**config.mk**
```make
export PLATFORM = sky130hd
export DESIGN_NAME = pe_status_reg
export DESIGN_NICKNAME = d
export VERILOG_FILES = /design/src/rtl/pe_status_reg.sv
export SDC_FILE = /design/constraint.sdc
export NUM_CORES = 1
export LEC_CHECK = 0
export BUFFER_PORTS_ARGS = -buffer_cell sky130_fd_sc_hd__buf_4
export CORE_AREA = 2 2 40 42
export CTS_CLUSTER_SIZE = 28
export DETAILED_ROUTE_END_ITERATION = 8
export DIE_AREA = 0 0 42 44
export PLACE_DENSITY = 0.7
export SLEW_MARGIN = 20
export SYNTH_ARGS = -nofsm -noshare
export SYNTH_HDL_FRONTEND = slang
export SYNTH_SLANG_ARGS = --single-unit
```
**constraint.sdc**
```tcl
create_clock -name clk -period 2.3 [get_ports clk]
set_input_delay 0.115 -clock clk [delete_from_list [all_inputs] [get_ports clk]]
set_output_delay 0.115 -clock clk [all_outputs]
set_load 0.05 [all_outputs]
```
**src/rtl/pe_status_reg.sv**
```systemverilog
`timescale 1ns/1ps
module pe_status_reg (
  input  logic       clk,
  input  logic       rst_n,
  input  logic       mux_mode,
  input  logic       cmd_program,
  input  logic       cmd_erase,
  input  logic       cmd_suspend,
  input  logic       cmd_resume,
  input  logic       cmd_clear,
  input  logic       supply_ok,
  input  logic       target_locked,
  input  logic       eng_done,
  input  logic       eng_fail,
  input  logic       eng_halt,
  output logic       eng_start,
  output logic       eng_resume,
  output logic       eng_susp_req,
  output logic       op_rejected,
  output logic       busy,
  output logic [7:0] status
);
  logic busy_q, erase_q, req_q, psusp, esusp;
  logic f_erase, f_prog, f_supply, f_lock;
  logic start_q, resume_q, rej_q;

  wire any_err = f_erase | f_prog | f_supply | f_lock;
  wire idle    = !busy_q && !psusp && !esusp;
  wire new_op  = (cmd_program | cmd_erase) && idle;
  wire go      = new_op && !any_err && supply_ok && (mux_mode || !target_locked);

  always_ff @(posedge clk or negedge rst_n) begin
    if (!rst_n) begin
      busy_q <= 1'b0; erase_q <= 1'b0; req_q <= 1'b0;
      psusp <= 1'b0; esusp <= 1'b0;
      f_erase <= 1'b0; f_prog <= 1'b0; f_supply <= 1'b0; f_lock <= 1'b0;
      start_q <= 1'b0; resume_q <= 1'b0; rej_q <= 1'b0;
    end else begin
      start_q  <= go;
      resume_q <= 1'b0;
      rej_q    <= new_op && !go;
      if (new_op && !any_err) begin
        if (!supply_ok) f_supply <= 1'b1;
        else if (!mux_mode && target_locked) f_lock <= 1'b1;
      end
      if (go) begin
        busy_q  <= 1'b1;
        erase_q <= !cmd_program;
      end
      if (busy_q) begin
        if (cmd_suspend) req_q <= 1'b1;
        if (eng_done || eng_fail) begin
          busy_q <= 1'b0;
          req_q  <= 1'b0;
          if (eng_fail) begin
            if (erase_q) f_erase <= 1'b1;
            else         f_prog  <= 1'b1;
          end
        end else if (eng_halt && req_q) begin
          busy_q <= 1'b0;
          req_q  <= 1'b0;
          if (erase_q) esusp <= 1'b1;
          else         psusp <= 1'b1;
        end
      end else if (cmd_resume && (psusp || esusp)) begin
        psusp    <= 1'b0;
        esusp    <= 1'b0;
        busy_q   <= 1'b1;
        resume_q <= 1'b1;
      end
      if (cmd_clear) begin
        f_erase <= 1'b0; f_prog <= 1'b0; f_supply <= 1'b0; f_lock <= 1'b0;
      end
    end
  end

  assign eng_start    = start_q;
  assign eng_resume   = resume_q;
  assign eng_susp_req = req_q;
  assign op_rejected  = rej_q;
  assign busy         = busy_q;
  assign status = {~busy_q, esusp, f_erase, f_prog, f_supply, psusp, f_lock & ~mux_mode, 1'b0};
endmodule

```
==> impl_metrics.py <==
metrics = {
    "synth": {
        "synth_edf_count": 0,
        "yosys_warnings": 0,
        "ys_top_cells_by_area": "dfrtp_1, buf_4, nor2_1, a31oi_1, a31oi_4",
        "synth_area_per_cell_um2": 10.48,
        "ys_seq_area_share_pct": 51.17,
        "syn-instance-count": 56,
        "synth_common_cells": "dfrtp_1, nor2_1, buf_4, a31oi_1",
        "yosysUniqueCellTypes": 22,
        "ys.flop_type": "dfrtp_1",
        "synth.most_common_cell": "dfrtp_1",
        "yosys.area.top_type": "dfrtp_1",
        "syn-num-nets": 69,
        "synth_top_area_share_pct": 51.17,
        "netlist_area_um2": 586.8,
        "synth_async_sr_flop_share_pct": 100.0,
        "synth_seq_cells": 12,
    },
    "place": {
        "dp_cells": 90,
        "dpl.hpwl_um": 932.8,
        "gp_congestion": 0.7091,
        "portBuffers": 24,
    },
    "status": {
        "outcome": "completed",
    },
    "floorplan": {
        "ioPinCount": 26,
        "fp.coreArea_mm2": 0.001419,
        "chipWidth_um": 42,
        "die_y_um": 44,
        "start_util_pct": 41.36,
        "design.die.area_mm2": 0.001848,
        "rows": 14,
    },
    "finish": {
        "fin_cells": 95,
        "syn2layout_area_growth_pct": 34.33,
        "fin_nets": 93,
        "final_util_pct": 55.56,
        "diodes": 0,
        "drive_above_1_share_pct": 44.30,
        "fill_cells": 139,
    },
    "power_and_ir_drop": {
        "pwr-share-seq_pct": 32.6,
        "sw_frac_of_total_pct": 46.11,
        "vdd.ir_drop.worst_v": 0.0005605,
        "p_int_uw": 533.6,
        "pwr_density_cell_mw_per_mm2": 1256,
        "power.switching_uw": 456.6,
        "cellLeakagePower_uw": 0.0003963,
        "clock_power_share_pct": 16.8,
        "p_comb_share_pct": 50.6,
    },
    "worst_setup_path": {
        "r2r_start": "f_prog",
        "critPathKind": "reg -> reg",
        "required_ps": 2460,
        "cp-startpoint": "f_prog",
        "crit_path_max_fanout": 3,
        "cp-end-kind": "flop",
        "r2r_cells": 5,
        "worst_setup_path_start_kind": "flop",
        "ff2ff_setup_slack_ps": 1080,
        "rr_endpoint": "erase_q",
        "cp.arrival_ps": 1380,
        "crit_end": "erase_q",
    },
    "clocking": {
        "clkLatencyLatePin_ps": 270,
        "cts_made_buffers": 3,
        "clock_sinks": 12,
        "cts_root_buffer": "clkbuf_4",
        "path_clk_slew_ps": 80,
        "cts_buffer_depth": 2,
        "htree_levels": 1,
        "cts_tree": "built",
        "postCtsResizedCells": 0,
    },
    "worst_hold_path": {
        "hold_class": "in -> reg",
    },
    "timing": {
        "finalHoldViolCount": 0,
        "post-route-period-util_pct": 53.25,
        "fin_crit_ps": 1225,
        "fin_skew_ps": 3.292,
        "slew_violations": 0,
        "rsz0062_at_grt": "no",
        "max_freq_mhz": 816.5,
        "finalSetupViolations": 0,
        "setup-tns-final_ps": 0,
        "hold_slack_ps": 15.53,
    },
    "global_routing": {
        "grt_max_degree": 13,
        "grt.overflow.total": 0,
        "first_global_vias": 513,
        "track_usage_pct": 15.07,
        "grt_pass1_wl_um": 2083,
        "antenna_found_initial": 0,
    },
    "route": {
        "via_per_inst": 5.032,
        "drt_iter0_markers": 7,
        "vias": 478,
        "routed_wirelength_um": 1159,
        "drtPass1Iterations": 4,
        "postRouteAntennaNets": 0,
        "routedWlPerCell_um": 12.20,
        "drc": 0,
    },
    "job": {
        "drv_cap": 0,
    },
}
[timing repair]
action | CTS | global route
setup buffers | 0 | 0
setup endpoints to repair | 0 | 0
hold buffers | 1 | 0
hold endpoints to repair | 12 | 0
[per-stage QoR]
stage          worst slack [ps]  total power [uW]  cell area, um^2
2_1_floorplan             764.4             707.0            586.8
3_3_place_gp               1111             822.9            742.0
3_5_place_dp               1082             829.7            742.0
4_1_cts                    1067             999.7            788.3
5_1_grt                    1021              1045            788.3
6_report                   1075             990.3            788.3
[layout make-up]
class                      count  area [um^2]  area share [%]
sequential                    12        300.3           38.10
multi-input combinational     34        226.5           28.73
timing repair buffer          25        190.2           24.13
clock buffer                   4        36.28           4.603
tap                           16        20.02           2.540
inverter                       4        15.01           1.905
[power by group through the flow]
stage / combinational (uW) / clock, uW / sequential, uW
floorplan: 285 / 0 / 422
global placement: 498 / 0 / 325
detailed placement: 502 / 0 / 328
CTS: 505 / 171 / 324
global route: 531 / 180 / 335
finish: 501 / 166 / 323
[cell families (layout without fill, tap and decap cells)]
logic type	Yosys count	in the layout	synth area share, %
AOI/OAI and AO/OA	13	13	18.12
other	1	1	0.6390
buffers and inverters	10	33	10.23
and+or+nand+nor	20	20	19.83
DFF	12	12	51.17
[routing by layer]
| metal | up-vias | global-route usage [%] | part of all wire (%) |
|---|---|---|---|
| li1 | 229 | - | - |
| met1 | 225 | 17.72 | 42 |
| met2 | 22 | 26.56 | 50 |
| met3 | 2 | 2.500 | 7.2 |
| met4 | 0 | 7.742 | 0.35 |
| met5 | - | 0 | 0 |
[critical path, stage by stage (launching register included)]
cell and delay [ps]:
dfrtp_1 420, nor3_4 220, and4b_4 290, nand2_4 70
clkinv_1 60, a21oi_2 50
[cells in the final DEF, fill, tap and decap left out, drive strengths merged, types with 2 or more instances in the layout]
| cell | instances |
|---|---|
| nor3 | 2 |
| nor2 | 9 |
| dfrtp | 12 |
| clkbuf | 4 |
| nor2b | 2 |
| nand2 | 4 |
| buf | 24 |
| inv | 3 |
| a31oi | 5 |
| o21ai | 2 |
| a21oi | 4 |
[worst min-delay path by stage]
stage | start | end | cells past startpoint
after global placement | rst_n | eng_resume | 1
after CTS | cmd_program | erase_q | 2
after global routing | cmd_program | erase_q | 2
after detailed placement | rst_n | eng_resume | 1
after floorplan | rst_n | busy | 0
final | cmd_clear | f_erase | 2
Note: power is estimated with default switching activity, not from simulation.
